**src/rtl/band_spi_pkg.sv**
```systemverilog
package band_spi_pkg;

   localparam int PIX_BITS = 16;

   typedef struct packed {
      logic sck;
      logic mosi;
      logic cs_n;
      logic dc;
   } spi_pins_t;

   function automatic int div_up(input int num, input int den);
      return (num + den - 1) / den;
   endfunction

endpackage

```
**src/rtl/pixel_shifter.sv**
```systemverilog
module pixel_shifter
   import band_spi_pkg::*;
#(
   parameter int PIX_W   = PIX_BITS,
   parameter int CLK_DIV = 1
) (
   input  logic             clk,
   input  logic             rst_n,
   input  logic             en,
   input  logic [PIX_W-1:0] in_data,
   input  logic             in_valid,
   output logic             in_ready,
   input  logic             last_in_band,
   output logic             pix_fin,
   output spi_pins_t        pins
);

   localparam int BIT_CW = $clog2(PIX_W);
   localparam int PH_W   = (CLK_DIV > 1) ? $clog2(CLK_DIV) : 1;

   initial begin
      assert (PIX_W >= 2) else $error("PIX_W must be at least 2");
      assert (CLK_DIV >= 1) else $error("CLK_DIV must be at least 1");
   end

   logic              busy;
   logic [PIX_W-1:0]  shreg;
   logic [BIT_CW-1:0] bit_cnt;
   logic              sck_q;
   logic              cs_n_q;
   logic              half_end;
   logic              step;

   assign step     = busy && en && half_end;
   assign in_ready = !busy && en;
   assign pix_fin  = step && sck_q && (bit_cnt == BIT_CW'(PIX_W - 1));

   generate
      if (CLK_DIV == 1) begin : g_nodiv
         assign half_end = 1'b1;
      end else begin : g_div
         logic [PH_W-1:0] phase;
         always_ff @(posedge clk) begin
            if (!rst_n || !busy) begin
               phase <= '0;
            end else if (en) begin
               phase <= half_end ? '0 : phase + 1'b1;
            end
         end
         assign half_end = (phase == PH_W'(CLK_DIV - 1));
      end
   endgenerate

   always_ff @(posedge clk) begin
      if (!rst_n) begin
         busy    <= 1'b0;
         shreg   <= '0;
         bit_cnt <= '0;
         sck_q   <= 1'b0;
         cs_n_q  <= 1'b1;
      end else if (in_valid && in_ready) begin
         busy    <= 1'b1;
         shreg   <= in_data;
         bit_cnt <= '0;
         sck_q   <= 1'b0;
         cs_n_q  <= 1'b0;
      end else if (step) begin
         sck_q <= ~sck_q;
         if (sck_q) begin
            if (pix_fin) begin
               busy  <= 1'b0;
               shreg <= '0;
               if (last_in_band) cs_n_q <= 1'b1;
            end else begin
               shreg   <= shreg << 1;
               bit_cnt <= bit_cnt + 1'b1;
            end
         end
      end
   end

   assign pins.sck  = sck_q;
   assign pins.mosi = shreg[PIX_W-1];
   assign pins.cs_n = cs_n_q;
   assign pins.dc   = 1'b1;

   assert_cs_low_on_clock_R4: assert property (@(posedge clk) disable iff (!rst_n)
      $rose(sck_q) |-> !cs_n_q)
      else $error("SCK rose with chip select released");

   assert_freeze_on_host_R10: assert property (@(posedge clk) disable iff (!rst_n)
      (busy && !en) |=> ($stable(shreg) && $stable(sck_q) && $stable(bit_cnt)))
      else $error("serializer moved while host owns the pins");

   assert_no_take_while_busy_R7: assert property (@(posedge clk) disable iff (!rst_n)
      (busy && !pix_fin) |=> (busy && $stable(bit_cnt) || $past(step)))
      else $error("pixel state changed without a shift step");

endmodule

```
**src/rtl/band_tracker.sv**
```systemverilog
module band_tracker #(
   parameter int SCREEN_W   = 240,
   parameter int SCREEN_H   = 320,
   parameter int BAND_LINES = 64
) (
   input  logic clk,
   input  logic rst_n,
   input  logic pix_fin,
   output logic last_in_band,
   output logic band_done,
   output logic frame_done
);

   localparam int NUM_BANDS  = band_spi_pkg::div_up(SCREEN_H, BAND_LINES);
   localparam int BAND_PIX   = SCREEN_W * BAND_LINES;
   localparam int TAIL_LINES = SCREEN_H - (NUM_BANDS - 1) * BAND_LINES;
   localparam int TAIL_PIX   = SCREEN_W * TAIL_LINES;
   localparam int PIX_CW     = $clog2(BAND_PIX + 1);
   localparam int BAND_CW    = $clog2(NUM_BANDS + 1);

   initial begin
      assert (SCREEN_W >= 1) else $error("SCREEN_W must be positive");
      assert (BAND_LINES >= 1) else $error("BAND_LINES must be positive");
      assert (BAND_LINES <= SCREEN_H) else $error("band deeper than screen");
   end

   logic [PIX_CW-1:0] pix_cnt;
   logic              final_band;
   logic              band_end;

   generate
      if (NUM_BANDS == 1) begin : g_single
         assign final_band = 1'b1;
      end else begin : g_multi
         logic [BAND_CW-1:0] band_cnt;
         always_ff @(posedge clk) begin
            if (!rst_n) begin
               band_cnt <= '0;
            end else if (band_end) begin
               band_cnt <= final_band ? '0 : band_cnt + 1'b1;
            end
         end
         assign final_band = (band_cnt == BAND_CW'(NUM_BANDS - 1));
      end
   endgenerate

   assign last_in_band = (pix_cnt == (final_band ? PIX_CW'(TAIL_PIX - 1)
                                                 : PIX_CW'(BAND_PIX - 1)));
   assign band_end     = pix_fin && last_in_band;

   always_ff @(posedge clk) begin
      if (!rst_n) begin
         pix_cnt    <= '0;
         band_done  <= 1'b0;
         frame_done <= 1'b0;
      end else begin
         band_done  <= band_end;
         frame_done <= band_end && final_band;
         if (pix_fin) pix_cnt <= last_in_band ? '0 : pix_cnt + 1'b1;
      end
   end

   assert_band_pulse_single_R5: assert property (@(posedge clk) disable iff (!rst_n)
      band_done |=> !band_done)
      else $error("band_done wider than one clock");

   assert_pix_count_bound_R5: assert property (@(posedge clk) disable iff (!rst_n)
      pix_cnt < PIX_CW'(BAND_PIX))
      else $error("pixel counter beyond band size");

   assert_frame_with_band_R6: assert property (@(posedge clk) disable iff (!rst_n)
      frame_done |-> band_done)
      else $error("frame_done without band_done");

endmodule

```
**src/rtl/pin_select.sv**
```systemverilog
module pin_select
   import band_spi_pkg::*;
(
   input  logic      host_sel,
   input  spi_pins_t core_pins,
   input  spi_pins_t host_pins,
   output spi_pins_t disp_pins
);

   assign disp_pins = host_sel ? host_pins : core_pins;

endmodule

```
**src/rtl/band_spi_streamer.sv**
```systemverilog
module band_spi_streamer
   import band_spi_pkg::*;
#(
   parameter int SCREEN_W   = 240,
   parameter int SCREEN_H   = 320,
   parameter int BAND_LINES = 64,
   parameter int CLK_DIV    = 1
) (
   input  logic                clk,
   input  logic                rst_n,
   input  logic [PIX_BITS-1:0] s_tdata,
   input  logic                s_tvalid,
   output logic                s_tready,
   input  logic                host_sel,
   input  logic                host_sck,
   input  logic                host_mosi,
   input  logic                host_cs_n,
   input  logic                host_dc,
   output logic                disp_sck,
   output logic                disp_mosi,
   output logic                disp_cs_n,
   output logic                disp_dc,
   output logic                band_done,
   output logic                frame_done
);

   spi_pins_t core_pins;
   spi_pins_t host_pins;
   spi_pins_t disp_pins;
   logic      last_in_band;
   logic      pix_fin;

   assign host_pins = '{sck: host_sck, mosi: host_mosi, cs_n: host_cs_n, dc: host_dc};

   pixel_shifter #(
      .PIX_W   (PIX_BITS),
      .CLK_DIV (CLK_DIV)
   ) u_shifter (
      .clk          (clk),
      .rst_n        (rst_n),
      .en           (!host_sel),
      .in_data      (s_tdata),
      .in_valid     (s_tvalid),
      .in_ready     (s_tready),
      .last_in_band (last_in_band),
      .pix_fin      (pix_fin),
      .pins         (core_pins)
   );

   band_tracker #(
      .SCREEN_W   (SCREEN_W),
      .SCREEN_H   (SCREEN_H),
      .BAND_LINES (BAND_LINES)
   ) u_tracker (
      .clk          (clk),
      .rst_n        (rst_n),
      .pix_fin      (pix_fin),
      .last_in_band (last_in_band),
      .band_done    (band_done),
      .frame_done   (frame_done)
   );

   pin_select u_select (
      .host_sel  (host_sel),
      .core_pins (core_pins),
      .host_pins (host_pins),
      .disp_pins (disp_pins)
   );

   assign disp_sck  = disp_pins.sck;
   assign disp_mosi = disp_pins.mosi;
   assign disp_cs_n = disp_pins.cs_n;
   assign disp_dc   = disp_pins.dc;

   assert_cs_rise_with_band_R5: assert property (@(posedge clk) disable iff (!rst_n)
      (band_done && !host_sel) |-> disp_cs_n)
      else $error("chip select low while band_done pulses");

endmodule

```
**config.mk**
```make
export PLATFORM = sky130hd
export DESIGN_NAME = band_spi_streamer
export DESIGN_NICKNAME = d
export VERILOG_FILES = /design/src/rtl/band_spi_pkg.sv /design/src/rtl/pixel_shifter.sv /design/src/rtl/band_tracker.sv /design/src/rtl/pin_select.sv /design/src/rtl/band_spi_streamer.sv
export SDC_FILE = /design/constraint.sdc
export NUM_CORES = 1
export LEC_CHECK = 0
export BUFFER_PORTS_ARGS = -buffer_cell sky130_fd_sc_hd__buf_2
export CORE_ASPECT_RATIO = 0.5
export CORE_MARGIN = 10
export CORE_UTILIZATION = 30
export CTS_BUF_LIST = sky130_fd_sc_hd__clkbuf_16
export CTS_CLUSTER_DIAMETER = 100
export DETAILED_ROUTE_END_ITERATION = 10
export GPL_ROUTABILITY_DRIVEN = 0
export REMOVE_ABC_BUFFERS = 1
export SKIP_LAST_GASP = 1
export SLEW_MARGIN = 20
export SYNTH_ARGS = -nofsm -noshare
export SYNTH_HDL_FRONTEND = slang
export SYNTH_SLANG_ARGS = --single-unit
```
**constraint.sdc**
```tcl
create_clock -name clk -period 2.5 [get_ports clk]
set_clock_uncertainty 0.1 [all_clocks]
set_input_delay 0.375 -clock clk [delete_from_list [all_inputs] [get_ports clk]]
set_output_delay 0.375 -clock clk [all_outputs]
set_load 0.01 [all_outputs]
```
==> results of run 1 <==
area by class of cell:
cell class                      count  share of cell area
Multi-Input combinational cell    161               0.444
Tap cell                           88              0.0465
Clock inverter                      3              0.0174
Sequential cell                    42               0.355
Timing Repair Buffer               33              0.0729
Clock buffer                        5              0.0529
Inverter                            7              0.0111
routing by layer:
metal  track usage  up-vias
li1              -      863
met1         0.103      775
met2         0.144       25
met3        0.0276        4
met4        0.0324        0
met5             0        -
synthesized netlist by cell type (2+ instances only):
cell type,n,area share
inv_1,7,0.013
nor3b_1,2,0.0076
nor2b_1,2,0.0063
o21ai_0,20,0.051
a221oi_1,15,0.066
nand3_1,10,0.025
nand2_1,9,0.017
dfxtp_1,42,0.43
mux2_2,2,0.011
nand4_1,2,0.0063
nor4_1,4,0.013
and2_1,3,0.0095
xnor2_1,11,0.049
o211ai_1,2,0.0076
nor2_1,34,0.065
a21oi_1,11,0.028
clkbuf_1,9,0.017
and4_1,3,0.013
nor3_1,5,0.013
nand2b_1,2,0.0063
mux2i_1,3,0.015
a32o_1,2,0.010
buf_2,3,0.0076
ha_1,4,0.025
nor4_4,2,0.022
kinds of logic (layout without fill, tap and decap cells):
kind of cell | Yosys count | count (layout) | synth area share
and+or+nand+nor | 86 | 86 | 0.246
AOI/OAI and AO/OA | 55 | 55 | 0.185
DFF | 42 | 42 | 0.425
buffers and inverters | 20 | 48 | 0.0436
xor gates and xnor gates | 11 | 11 | 0.0487
muxes | 5 | 5 | 0.0266
adders and majority gates | 4 | 4 | 0.0253
state kept, by name (all words and copies together), names as in the netlist:
register / cells
u_shifter.shreg: 16
u_tracker.pix_cnt: 14
u_shifter.bit_cnt: 4
u_tracker.g_multi.band_cnt: 3
u_shifter.busy: 1
u_shifter.cs_n_q: 1
u_shifter.sck_q: 1
u_tracker.band_done: 1
u_tracker.frame_done: 1
power groups by stage:
stage               sequential (uW)  clock, uW  combinational (uW)
floorplan                       715          0                59.7
global placement                719          0                99.0
detailed placement              720          0                 102
CTS                             705        747                 102
global route                    707        768                 114
finish                          705        727                99.8
critical path, stage by stage, from the launching register on:
cell      delay (ns)
dfxtp_1         0.38
ha_1            0.28
nand4b_4        0.18
nor4_4          0.43
a21bo_1         0.25
a32o_1          0.24
worst max-delay path by stage:
stage / start / end / slack [ns] / depth (start not counted)
after floorplan: u_shifter.busy$_SDFFE_PN0P_ / u_shifter.bit_cnt[1]$_SDFFE_PP0P_ / 0.37 / 4
after global placement: u_shifter.bit_cnt[0]$_SDFFE_PP0P_ / u_tracker.pix_cnt[12]$_SDFFE_PN0P_ / 0.56 / 5
after detailed placement: u_shifter.bit_cnt[0]$_SDFFE_PP0P_ / u_tracker.pix_cnt[12]$_SDFFE_PN0P_ / 0.54 / 5
after CTS: u_shifter.bit_cnt[0]$_SDFFE_PP0P_ / u_tracker.pix_cnt[12]$_SDFFE_PN0P_ / 0.52 / 5
after global routing: u_shifter.bit_cnt[0]$_SDFFE_PP0P_ / u_tracker.pix_cnt[12]$_SDFFE_PN0P_ / 0.40 / 5
final: u_shifter.bit_cnt[0]$_SDFFE_PP0P_ / u_tracker.pix_cnt[12]$_SDFFE_PN0P_ / 0.53 / 5
metrics by stage:
stage                     hold slack [ns]  setup slack (ns)
after floorplan                     0.348             0.365
after global placement              0.372             0.565
after detailed placement            0.360             0.537
after CTS                           0.234             0.516
after global routing                0.253             0.396
final                               0.238             0.526
==> results.cfg, run 1 <==
[critical_path]
endpoint_kind = register
cp_data_arrival_time_ns = 2.05
reg2reg_slack_ns = 0.53
rr_worst_depth = 5
critPathKind = reg -> reg
r2r-end = u_tracker.pix_cnt[12]$_SDFFE_PN0P_
start_kind = register
path_max_fanout = 7
required_ns = 2.58
rr_startpoint = u_shifter.bit_cnt[0]$_SDFFE_PP0P_

[sta]
hold_violations = 0
fmax_mhz = 507
worstMarginPinSlew_ns = 0.567
max-slew-margin-rel = 0.622
rsz0062_at_grt = no
fin_setup_tns_ns = 0
slew_viol_final = 0
final-setup-viol-count = 0
final.min_clock_period_ns = 1.97
fin_crit_sh = 0.789

[floorplan]
start_util = 0.317
die_area_um2 = 10400
rows = 20
core_area_um2 = 6230
dieWidth_um = 135
io_pins = 31
die_h_um = 77.4

[power]
finalPower_uw = 1530
cellLeakagePower_uw = 0.000895
p_int_uw = 1200
power_density_nw_per_um2 = 647
sequentialPowerShare = 0.460
p_sw_uw = 327
power_frac_comb = 0.065
clkPwrFrac = 0.475
swShare = 0.214
max-vdd-ir-drop_mv = 0.369

[routing]
wl_met2_um = 2130
wl_met1_um = 2130
firstDrtPassIters = 5
antenna_left = 0
vias = 1667
wirelength_um = 4460
post-route-drc-count = 0
wl_met3_um = 169
viasPerCell = 4.92
avgRoutedWirePerCell_um = 13.1
drtIter0Drc = 83
topRoutingLayerUsed = met4

[yosys]
synth-seq-cells = 42
ys_types = 39
synth_seq_area_share = 0.425
synth_edf_count = 0
synth_ff_type = dfxtp_1
synth_async_sr_flop_share = 0
yosys_warnings = 0
syn-cell-area_um2 = 1980
syn_avg_cell_area_um2 = 8.87
synthCells = 223

[clock_network]
insertion_delay_ns = 0.28
numCtsBuffers = 5
postCtsResizedCells = 0
cts_setup_buffers = 0
clk_pin_slew_ns = 0.06
tritoncts = yes
cts_sinks = 42
clockBufferDepth = 2
cts_hold_buf = 0
cts-root-buf = clkbuf_16
htree_levels = 2

[cells_and_area]
syn2layout_area_growth_pct = 19.7
multiInputGateArea_um2 = 1050
layoutNonFillerInstCount = 339
seq_area_um2 = 841
fin_nets = 278
final_area_um2 = 2370
final_cell_mix = dfxtp_1 (42), nor2_1 (34), buf_2 (30)
n_fill_cell = 628
layout_commonest_cell = dfxtp_1
drive_gt1_frac = 0.195
fin_util = 0.380
antenna_cells = 0

[placed_design]
place_hpwl_um = 3270
io_buffer_count = 30
placed_area_um2 = 2200
dp_cells = 331

[outcome]
status = completed

[global_route]
grtUsageTotal = 0.0866
grt_pass1_vias = 1636
grt_pass1_wl_um = 7640
overflow = 0
grt_max_degree = 24
antenna_found_initial = 0

[run]
cap_viol_max_count = 0

[worst_hold_path]
whs_path_depth = 3
worstHoldPathType = in -> reg
hold_start = s_tdata[9]
min_to = u_shifter.shreg[9]$_SDFFE_PN0P_
Note: power is estimated with default switching activity, not from simulation.
==> run 2, diff against run 1 <==
==> constraint.sdc (replaced) <==
create_clock -name clk -period 1.9 [get_ports clk]
set_clock_uncertainty 0.1 [all_clocks]
set_input_delay 0.285 -clock clk [delete_from_list [all_inputs] [get_ports clk]]
set_output_delay 0.285 -clock clk [all_outputs]
set_load 0.01 [all_outputs]
==> run 2 against run 1 <==
Net effect:
- routed wire length up 1.4%
- clock power up 33%
- core utilization up 0.80 points
- critical endpoint unchanged
==> results.cfg, run 2 (same netlist as run 1, synthesis figures left out) <==
[floorplan]
rows = 20
die_area_um2 = 10400
dieWidth_um = 135
start_util = 0.317
io_pins = 31
core_area_um2 = 6230
die_h_um = 77.4

[cells_and_area]
layoutNonFillerInstCount = 344
final_cell_mix = dfxtp_1 (42), nor2_1 (34), buf_2 (30)
syn2layout_area_growth_pct = 22.2
drive_gt1_frac = 0.219
fin_nets = 283
fin_util = 0.388
top_register = u_shifter.shreg
largest_reg_flops = 16
layout_commonest_cell = dfxtp_1
reg_top3 = u_shifter.shreg: 16 flops, u_tracker.pix_cnt: 14 flops, u_shifter.bit_cnt: 4 flops
antenna_cells = 0
n_fill_cell = 619

[critical_path]
slowest_stage = dfxtp_1
critPathKind = reg -> reg
endpoint_kind = register
crit_chain = ha_1, nand3_1, nor4_4, a21bo_1, a32o_1
slowest_delay_ns = 0.38
cp_data_arrival_time_ns = 1.89
start_kind = register
rr_worst_depth = 5
path_max_fanout = 5
required_ns = 1.98

[clock_network]
tritoncts = yes
insertion_delay_ns = 0.28
cts_sinks = 42
htree_levels = 2
clockBufferDepth = 2
cts-root-buf = clkbuf_16
clk_pin_slew_ns = 0.06
numCtsBuffers = 5
cts_hold_buf = 0

[placed_design]
place_hpwl_um = 3310
io_buffer_count = 30
dp_cells = 335

[global_route]
overflow = 0
grtUsageTotal = 0.0907
antenna_found_initial = 0
grt_max_degree = 23
grt_pass1_wl_um = 7880
grt_pass1_vias = 1719

[sta]
fin_crit_sh = 0.952
fin_setup_tns_ns = 0
fmax_mhz = 553
hold_slack_ns = 0.146
final-setup-viol-count = 0
worstMarginPinSlew_ns = 0.575
max-slew-margin-rel = 0.617
final.min_clock_period_ns = 1.81
hold_violations = 0
slew_viol_final = 0
rsz0062_at_grt = no

[routing]
viasPerCell = 4.91
avgRoutedWirePerCell_um = 13.1
firstDrtPassIters = 4
wirelength_um = 4520
drtIter0Drc = 72
vias = 1689
post-route-drc-count = 0
antenna_left = 0

[power]
power_density_nw_per_um2 = 840
max-vdd-ir-drop_mv = 0.468
cellLeakagePower_uw = 0.000919

[worst_hold_path]
whs_path_depth = 3
worstHoldPathType = in -> reg

[outcome]
status = completed

[run]
cap_viol_max_count = 0
run 2: changes by cell type in the layout (fill, tap and decap cells not counted):
cell	delta
ha_1	-1
o21ai_2	-1
buf_4	+5
ha_2	+1
o21ai_4	+1
inv_6	+1
inv_1	-1
clkinv_2	+1
clkinvlp_4	-1
run 2: cell type report:
class                   instances  area (um2)  area share
clock inverters                 3        43.8      0.0181
repair buffers                 38         210      0.0870
multi-input cells             161        1060       0.439
clock buffers                   5         125      0.0518
well taps                      88         110      0.0455
flip-flops and latches         42         841       0.348
inverters                       7        26.3      0.0109
run 2: worst paths after layout:
| kind | startpoint | slack (ns) | endpoint |
|---|---|---|---|
| worst min-delay path | s_tdata[7] | 0.15 | u_shifter.shreg[7]$_SDFFE_PN0P_ |
| worst max register to register | u_tracker.pix_cnt[0]$_SDFFE_PN0P_ | 0.09 | u_tracker.pix_cnt[12]$_SDFFE_PN0P_ |
| worst max-delay path | u_tracker.pix_cnt[0]$_SDFFE_PN0P_ | 0.09 | u_tracker.pix_cnt[12]$_SDFFE_PN0P_ |
| worst min register to register | u_shifter.shreg[0]$_SDFFE_PN0P_ | 0.38 | u_shifter.shreg[0]$_SDFFE_PN0P_ |
run 2: layer usage:
layer | vias to the layer above | GRT usage | wire length, um
met5 | - | 0 | 0
met4 | 0 | 0.0292 | 63
met3 | 5 | 0.0398 | 180
met2 | 21 | 0.149 | 2150
met1 | 787 | 0.104 | 2120
li1 | 876 | - | -
run 2: power by group:
part | switching (uW) | leakage [uW] | internal, uW
registers | 19.3 | 0.000342 | 909
clock network | 346 | 0.0000842 | 622
logic | 70.0 | 0.000493 | 65.0
total | 435 | 0.000919 | 1600
run 2: critical path, delay by kind of cell (launching register included):
| kind | cells | cell delay [ns] |
|---|---|---|
| AND/OR/NAND/NOR | 2 | 0.55 |
| AO/OA/AOI/OAI | 2 | 0.48 |
| flip-flops | 1 | 0.38 |
| adder cells (fa/ha/maj) | 1 | 0.20 |
run 2: per-stage QoR:
step	power, uW	worst slack (ns)	area [um2]
floorplan	1020	-0.235	1920
global placement	1080	0.113	2230
detailed placement	1080	0.0641	2230
CTS	2060	0.0496	2400
global route	2120	0.0257	2420
finish	2030	0.0917	2420
run 2: what timing repair did:
action / CTS / global route
resized for setup: 0 / 2
endpoints found under the setup margin: 0 / 12
setup buffers: 0 / 1
==> run 3, diff against run 2 <==
--- a/config.mk
+++ b/config.mk
@@ -13,6 +13,7 @@
 export CTS_CLUSTER_DIAMETER = 100
 export DETAILED_ROUTE_END_ITERATION = 10
 export GPL_ROUTABILITY_DRIVEN = 0
+export PLACE_DENSITY = 0.5
 export REMOVE_ABC_BUFFERS = 1
 export SKIP_LAST_GASP = 1
 export SLEW_MARGIN = 20
==> run 3 against run 2 <==
Net effect:
- critical endpoint is now u_tracker.g_multi.band_cnt[2]$_SDFFE_PN0P_
- routed wire length grew 5.6%
- first-iteration DRC count shrank 6.9%
- sequential share of layout area barely moved
- die area unchanged
- combinational power increased by 3%
- core utilization about the same
- total power fell by 7.0%
- cell area about the same
- non-clock buffer count grew 3
- global-route usage up 0.14 points
- worst hold slack improved by 0.0038 ns
- clock power decreased by 15%
==> results.cfg, run 3 (same netlist as run 1, synthesis figures left out) <==
[placed_design]
place_hpwl_um = 3390
post-place-ws_ns = 0.0331
io_buffer_count = 30

[sta]
worstMarginPinSlew_ns = 0.584
slew_viol_final = 0
fin_setup_tns_ns = 0
fin_crit_sh = 0.928
fin_ws_ns = 0.138
hold_slack_ns = 0.149
hold_violations = 0
final-setup-viol-count = 0
max-slew-margin-rel = 0.610
final.min_clock_period_ns = 1.76
fmax_mhz = 567

[floorplan]
die_h_um = 77.4
core_area_um2 = 6230
dieWidth_um = 135
die_area_um2 = 10400
io_pins = 31
start_util = 0.317
rows = 20

[power]
swShare = 0.230
power_frac_comb = 0.074
max-vdd-ir-drop_mv = 0.330
cellLeakagePower_uw = 0.000918
clkPwrFrac = 0.435
p_sw_uw = 433
p_int_uw = 1450
sequentialPowerShare = 0.491
power_density_nw_per_um2 = 781

[critical_path]
slowest_delay_ns = 0.39
path_max_fanout = 7
cp_num_buf_inv = 0
start_kind = register
slowest_stage = or2_2
cp_data_arrival_time_ns = 1.89
required_ns = 2.02
critPathKind = reg -> reg
endpoint_kind = register
critPathTopFamily = simple AND/OR/NAND/NOR gates
crit_chain = ha_2, nand4b_4, or2_2, nor2_1, a32o_1

[clock_network]
clk_pin_slew_ns = 0.06
numCtsBuffers = 5
cts_hold_buf = 0
tritoncts = yes
cts_sinks = 42
clockBufferDepth = 2
insertion_delay_ns = 0.28
cts_setup_buffers = 0
postCtsResizedCells = 0
cts-root-buf = clkbuf_16
htree_levels = 2

[global_route]
met1_usage = 0.106
grt-busiest-layer = met2
grtUsageTotal = 0.0921
grtUsageMet3 = 0.0206
antenna_found_initial = 0
grt_pass1_wl_um = 8110
grt_pass1_vias = 1768
grt_use_met2 = 0.163
overflow = 0
grt_max_degree = 23

[run]
cap_viol_max_count = 0

[cells_and_area]
final_cell_mix = dfxtp_1 (42), nor2_1 (34), buf_2 (30)
layout_commonest_cell = dfxtp_1
syn2layout_area_growth_pct = 22.3
fin_nets = 286
drive_gt1_frac = 0.228
reg_top3 = u_shifter.shreg: 16 flops, u_tracker.pix_cnt: 14 flops, u_shifter.bit_cnt: 4 flops
top_register = u_shifter.shreg
largest_reg_flops = 16
antenna_cells = 0

[routing]
viasPerCell = 4.97
avgRoutedWirePerCell_um = 13.7
drtIter0Drc = 67
vias = 1724
antenna_left = 0
wirelength_um = 4770
firstDrtPassIters = 5
post-route-drc-count = 0

[worst_hold_path]
worstHoldPathType = in -> reg

[outcome]
status = completed
## run 3: changes by cell type in the layout (fill, tap and decap cells not counted)
cell	previous run	this run
buf_4	8	11
bufinv_16	1	0
clkinv_1	0	1
clkinvlp_4	0	1
inv_6	1	0
nor4_1	4	3
nor4_2	0	1
## run 3: power by group through the flow
stage                     Combinational [uW]  Sequential [uW]  Clock (uW)
after detailed placement                 140              947           0
after CTS                                141              927         848
after global placement                   138              946           0
after global routing                     158              930         874
final                                    139              927         822
after floorplan                         78.6              941           0
## run 3: metrics by stage
step                      power (uW)  std cells   util  area (um2)
final                           1890        347  0.388        2420
after global placement          1080        339  0.363        2260
after CTS                       1920        347  0.386        2400
after detailed placement        1090        339  0.363        2260
after floorplan                 1020        210      -        1920
after global routing            1960        347  0.388        2420
## run 3: final cells by class
class	instances	area, um2
flip-flops and latches	42	841
multi-input cells	161	1070
fillers	647	3810
clock inverters	3	16.3
clock buffers	5	125
repair buffers	41	233
well taps	88	110
inverters	7	26.3
## run 3: path summary, 6_finish.rpt
check                                                  startpoint  slack [ns]  cells after the start                                          to
worst max-delay path            u_shifter.bit_cnt[0]$_SDFFE_PP0P_        0.14                      5  u_tracker.g_multi.band_cnt[2]$_SDFFE_PN0P_
worst min-delay path                                   s_tdata[0]        0.15                      3             u_shifter.shreg[0]$_SDFFE_PN0P_
worst max register to register  u_shifter.bit_cnt[0]$_SDFFE_PP0P_        0.14                      5  u_tracker.g_multi.band_cnt[2]$_SDFFE_PN0P_
worst min register to register    u_shifter.shreg[0]$_SDFFE_PN0P_        0.37                      2             u_shifter.shreg[0]$_SDFFE_PN0P_
## run 3: metal layers
metal,vias to the layer above,share of wire
met1,809,0.48
met2,24,0.48
li1,887,-
met4,0,0.014
met3,4,0.019
met5,-,0
## run 3: tightest hold or removal path: stages
cell and delay (ns):
buf_2 0.10, nand2_1 0.05, a21oi_1 0.05
